$ cat config.mk
export PLATFORM = sky130hd
export DESIGN_NAME = spi_os_slave
export DESIGN_NICKNAME = d
export VERILOG_FILES = /design/src/rtl/spi_os_pkg.sv /design/src/rtl/spi_os_sync.sv /design/src/rtl/spi_os_edge.sv /design/src/rtl/spi_os_core.sv /design/src/rtl/spi_os_slave.sv
export SDC_FILE = /design/constraint.sdc
export NUM_CORES = 1
export LEC_CHECK = 0
export ABC_AREA = 1
export BUFFER_PORTS_ARGS = -buffer_cell sky130_fd_sc_hd__clkbuf_2
export CAP_MARGIN = 0
export CORE_UTILIZATION = 55
export DETAILED_ROUTE_END_ITERATION = 12
export PLACE_DENSITY = 0.86
export SLEW_MARGIN = 15
export SYNTH_ARGS = -nofsm -noshare
export SYNTH_HDL_FRONTEND = slang
export SYNTH_HIERARCHICAL = 1
export SYNTH_SLANG_ARGS = --single-unit
$ cat constraint.sdc
create_clock -name clk -period 2 [get_ports clk]
set_clock_uncertainty 0.15 [all_clocks]
set_input_delay 0.1 -clock clk [delete_from_list [all_inputs] [get_ports clk]]
set_output_delay 0.1 -clock clk [all_outputs]
set_load 0.005 [all_outputs]
$ cat src/rtl/spi_os_pkg.sv
package spi_os_pkg;

    // Which serial-clock edge captures incoming data; the other edge launches.
    typedef enum logic {
        PH_CAPTURE_RISE = 1'b0,
        PH_CAPTURE_FALL = 1'b1
    } phase_e;

    // Raw or synchronized view of the three serial inputs.
    typedef struct packed {
        logic sclk;
        logic cs_n;
        logic mosi;
    } pins_t;

    // Events handed from edge detection to the shift engine.
    typedef struct packed {
        logic active;   // select asserted (synchronized)
        logic cap;      // capture edge this cycle
        logic launch;   // launch edge this cycle
        logic mosi;     // data sample aligned with the edge
    } evt_t;

    typedef enum logic {
        ST_IDLE = 1'b0,
        ST_XFER = 1'b1
    } state_e;

    localparam pins_t PINS_IDLE = '{sclk: 1'b0, cs_n: 1'b1, mosi: 1'b0};

    function automatic logic capture_on_rise(phase_e ph);
        return ph == PH_CAPTURE_RISE;
    endfunction

endpackage

$ cat src/rtl/spi_os_sync.sv
module spi_os_sync
    import spi_os_pkg::*;
#(
    parameter int STAGES = 2
) (
    input  logic  clk,
    input  logic  rst,
    input  pins_t raw,
    output pins_t now,
    output pins_t prev
);

    pins_t stg [STAGES];
    pins_t older;

    always_ff @(posedge clk) begin
        if (rst) begin
            for (int i = 0; i < STAGES; i++) stg[i] <= PINS_IDLE;
            older <= PINS_IDLE;
        end else begin
            stg[0] <= raw;
            for (int i = 1; i < STAGES; i++) stg[i] <= stg[i-1];
            older <= stg[STAGES-1];
        end
    end

    assign now  = stg[STAGES-1];
    assign prev = older;

    logic [1:0] age;
    always_ff @(posedge clk) begin
        if (rst) age <= '0;
        else if (age != 2'd3) age <= age + 2'd1;
    end

    AST_PREV_DELAY: assert property (@(posedge clk) disable iff (rst) (age == 2'd3) |-> prev == $past(now));

    generate
        if (STAGES == 2) begin : g_two
            AST_SYNC_LATENCY: assert property (@(posedge clk) disable iff (rst) (age == 2'd3) |-> now == $past(raw, 2));
        end
    endgenerate

endmodule

$ cat src/rtl/spi_os_edge.sv
module spi_os_edge
    import spi_os_pkg::*;
#(
    parameter phase_e PHASE = PH_CAPTURE_RISE
) (
    input  logic  clk,
    input  logic  rst,
    input  pins_t now,
    input  pins_t prev,
    output evt_t  evt
);

    logic rise, fall, sel;

    always_comb begin
        rise = now.sclk & ~prev.sclk;
        fall = ~now.sclk & prev.sclk;
        sel  = ~now.cs_n;
        evt.active = sel;
        evt.mosi   = now.mosi;
        if (capture_on_rise(PHASE)) begin
            evt.cap    = sel & rise;
            evt.launch = sel & fall;
        end else begin
            evt.cap    = sel & fall;
            evt.launch = sel & rise;
        end
    end

    AST_RISE_SINGLE: assert property (@(posedge clk) disable iff (rst) rise |=> !rise);
    AST_FALL_SINGLE: assert property (@(posedge clk) disable iff (rst) fall |=> !fall);

endmodule

$ cat src/rtl/spi_os_core.sv
module spi_os_core
    import spi_os_pkg::*;
#(
    parameter int DATA_W = 8
) (
    input  logic              clk,
    input  logic              rst,
    input  evt_t              evt,
    input  logic [DATA_W-1:0] tx_data,
    input  logic              tx_load,
    output logic              miso_bit,
    output logic              miso_oe,
    output logic [DATA_W-1:0] rx_data,
    output logic              rx_valid
);

    localparam int CNT_W = (DATA_W > 2) ? $clog2(DATA_W) : 1;
    localparam logic [CNT_W-1:0] LAST = CNT_W'(DATA_W - 1);

    state_e            state;
    logic [CNT_W-1:0]  cnt;
    logic [DATA_W-1:0] rx_sh, tx_sh, hold;
    logic [DATA_W-1:0] rx_next;

    assign rx_next = {rx_sh[DATA_W-2:0], evt.mosi};

    always_ff @(posedge clk) begin
        if (rst) begin
            state    <= ST_IDLE;
            cnt      <= '0;
            rx_sh    <= '0;
            tx_sh    <= '0;
            hold     <= '0;
            rx_data  <= '0;
            rx_valid <= 1'b0;
            miso_oe  <= 1'b0;
        end else begin
            rx_valid <= 1'b0;
            miso_oe  <= evt.active;
            if (tx_load) hold <= tx_data;
            unique case (state)
                ST_IDLE: begin
                    cnt   <= '0;
                    rx_sh <= '0;
                    if (evt.active) begin
                        tx_sh <= hold;
                        state <= ST_XFER;
                    end
                end
                ST_XFER: begin
                    if (!evt.active) begin
                        cnt   <= '0;
                        state <= ST_IDLE;
                    end else begin
                        if (evt.cap) begin
                            rx_sh <= rx_next;
                            if (cnt == LAST) begin
                                cnt      <= '0;
                                rx_data  <= rx_next;
                                rx_valid <= 1'b1;
                            end else begin
                                cnt <= cnt + 1'b1;
                            end
                        end
                        if (evt.launch) begin
                            if (cnt == '0) tx_sh <= hold;
                            else           tx_sh <= tx_sh << 1;
                        end
                    end
                end
                default: state <= ST_IDLE;
            endcase
        end
    end

    assign miso_bit = tx_sh[DATA_W-1];

    AST_VALID_PULSE: assert property (@(posedge clk) disable iff (rst) rx_valid |=> !rx_valid);
    AST_VALID_AFTER_CAPTURE: assert property (@(posedge clk) disable iff (rst) rx_valid |-> $past(evt.cap));
    AST_RELEASE_CLEARS: assert property (@(posedge clk) disable iff (rst) !evt.active |=> (!miso_oe && cnt == '0));
    AST_MISO_ON_LAUNCH: assert property (@(posedge clk) disable iff (rst) (miso_oe && $stable(miso_oe) && !$stable(tx_sh)) |-> $past(evt.launch));

endmodule

$ cat src/rtl/spi_os_slave.sv
module spi_os_slave
    import spi_os_pkg::*;
#(
    parameter int     DATA_W      = 8,
    parameter int     SYNC_STAGES = 2,
    parameter phase_e PHASE       = PH_CAPTURE_RISE
) (
    input  logic              clk,
    input  logic              rst,
    input  logic              spi_sclk,
    input  logic              spi_cs_n,
    input  logic              spi_mosi,
    output logic              spi_miso,
    output logic              spi_miso_oe,
    input  logic [DATA_W-1:0] tx_data,
    input  logic              tx_load,
    output logic [DATA_W-1:0] rx_data,
    output logic              rx_valid
);

    pins_t raw, now, prev;
    evt_t  evt;
    logic  miso_bit, oe;

    assign raw = '{sclk: spi_sclk, cs_n: spi_cs_n, mosi: spi_mosi};

    spi_os_sync #(.STAGES(SYNC_STAGES)) u_sync (
        .clk (clk),
        .rst (rst),
        .raw (raw),
        .now (now),
        .prev(prev)
    );

    spi_os_edge #(.PHASE(PHASE)) u_edge (
        .clk (clk),
        .rst (rst),
        .now (now),
        .prev(prev),
        .evt (evt)
    );

    spi_os_core #(.DATA_W(DATA_W)) u_core (
        .clk     (clk),
        .rst     (rst),
        .evt     (evt),
        .tx_data (tx_data),
        .tx_load (tx_load),
        .miso_bit(miso_bit),
        .miso_oe (oe),
        .rx_data (rx_data),
        .rx_valid(rx_valid)
    );

    assign spi_miso    = oe & miso_bit;
    assign spi_miso_oe = oe;

endmodule

==> metrics.yaml <==
outcome: "finished clean"
cts_setup_buffers: 0
relSlewSlack_pct: 75.3
setup-tns-final_ns: 0
grt_first_pass_wirelength_um: 6970
nets: 304
hold_viol: 0
p_sw_share_pct: 21.7
period_share_pct: 94.8
drive_gt1_share_pct: 16.7
fmax_mhz: 528
setup_viol: 0
placed_cells: 302
io_buffers: 24
intPower_mw: 1.34
areaGrowthSynthToFinish_pct: 26.6
avgSynthCellArea_sq_um: 7.25
drc: 0
r2r-start: "u_sync/stg[0][4]"
gp_congestion: 0.768
drt_wl_total_um: 4160
instances_no_fill: 332
path_class: "in -> reg"
root_buffer: "clkbuf_4"
hpwl_um: 2270
share_seq_of_total_power_pct: 52.6
fin_crit_ns: 1.90
rsz0062_at_grt: "no"
r2r_cells: 8
fill_cells: 206
antennaDiodeCount: 0
clock-sinks: 43
syn_area_sq_um: 1750
worst_pin_slew_ns: 0.370
p_comb_share_pct: 7.7
clockBufferDepth: 2
fin_area_sq_um: 2210
hold_start: "u_sync/stg[0][1]"
syn_inst: 241
worstPathRequired_ns: 2.10
antenna_found_initial: 0
dpl_cell_area_sq_um: 1880
cts_tree: "done"
final_cell_mix: "44 x nand2_1, 44 x nor2_1, 43 x dfxtp_1"
grt.overflow.total: 0
maxCapViolations: 0
core_area_sq_um: 3030
worstSetupStartpointType: "input port"
power_leakage_nw: 1.12
firstDrtPassIters: 5
clk_latency_ns: 0.35
end_kind: "flip-flop"
ys.warnings.count: 6
path_max_fanout: 25
vias: 1678
r2r_setup_slack_ns: 0.28
ant_nets: 0
num_rows: 20
ios: 25
path_clk_slew_ns: 0.12
irDropWorstVdd_uv: 655
grt_pass1_vias: 1581
htreeDepth: 2
crit_arrival_ns: 1.99
cts_buffers: 5
powerDensity_nw_per_um2: 771
die-area_sq_um: 3410
wire_per_inst_um: 12.5
synth.net_count: 258
grt_max_degree: 26
grt_usage_pct: 27.3
viasPerCell: 5.05
die_h_um: 58.4
p_clk_share_pct: 39.7
drt_iter0_markers: 108
power.switching_uw: 369
r2r-end: "u_core/rx_data[1]"
fp.dieW_um: 58.4
hold_path.class: "reg -> reg"
hold_path_end: "u_sync/stg[0][4]"
initial_utilization_pct: 57.7
drv_slew: 0
hold_depth: 2
[area by class of cell]
cell class / instances / area, sq um / share of cell area (%)
flip-flops and latches: 43 / 861 / 38.9
multi-input cells: 149 / 674 / 30.5
repair buffers: 50 / 370 / 16.7
inverters: 38 / 146 / 6.62
clock inverters: 3 / 67.6 / 3.05
well taps: 44 / 55.1 / 2.49
clock buffers: 5 / 37.5 / 1.70
[power groups by stage]
stage / combinational [mW] / sequential (mW) / clock [mW]
final: 0.132 / 0.896 / 0.676
after global routing: 0.145 / 0.899 / 0.725
after CTS: 0.121 / 0.895 / 0.683
after detailed placement: 0.0845 / 0.914 / 0
after global placement: 0.0817 / 0.913 / 0
after floorplan: 0.0620 / 0.910 / 0
[sequential cells by signal, summed over array words and instances, names as in the netlist]
register / count
u_core/rx_sh: 7
u_sync/stg: 6
u_core/rx_valid: 1
u_core/rx_data: 8
u_core/miso_oe: 1
u_sync/prev: 1
u_core/hold: 8
u_core/tx_sh: 8
u_core/cnt: 3
[worst max path at each step]
stage | start | end
after floorplan | u_sync/stg[0][4] | u_core/rx_data[0]
after global placement | u_sync/stg[0][4] | u_core/rx_data[1]
after detailed placement | u_sync/stg[0][4] | u_core/rx_data[1]
after CTS | rst | u_core/hold[3]
after global routing | rst | u_core/hold[0]
final | rst | u_core/hold[0]
[timing repair]
item,in CTS,in global routing
resized for setup,0,1
setup endpoints to repair,0,8
hold buffers,22,0
hold endpoints to repair,16,0
[stage by stage]
step	hold slack [ns]	utilization, %	setup WS [ns]	power (mW)
detailed placement	0.133	62.2	0.340	0.999
CTS	0.275	72.9	0.0821	1.70
finish	0.281	73.1	0.105	1.70
global placement	0.127	62.2	0.478	0.995
floorplan	0.0212	-	0.571	0.972
global route	0.299	73.1	0.0451	1.77
[per-layer routing]
layer | GRT usage (%) | vias up | routed length, um
li1 | - | 822 | -
met1 | 33.1 | 734 | 1730
met2 | 43.0 | 96 | 1890
met3 | 8.13 | 26 | 303
met4 | 16.0 | 0 | 231
met5 | 0 | - | 0
[worst max-delay path, cell delays in order]
cell and delay [ns]:
dlygate4sd3_1 0.54, clkbuf_2 0.14, clkinvlp_4 0.33, o21ai_0 0.23, nor2_1 0.08, dlygate4sd3_1 0.57
Note: power is estimated with default switching activity, not from simulation.
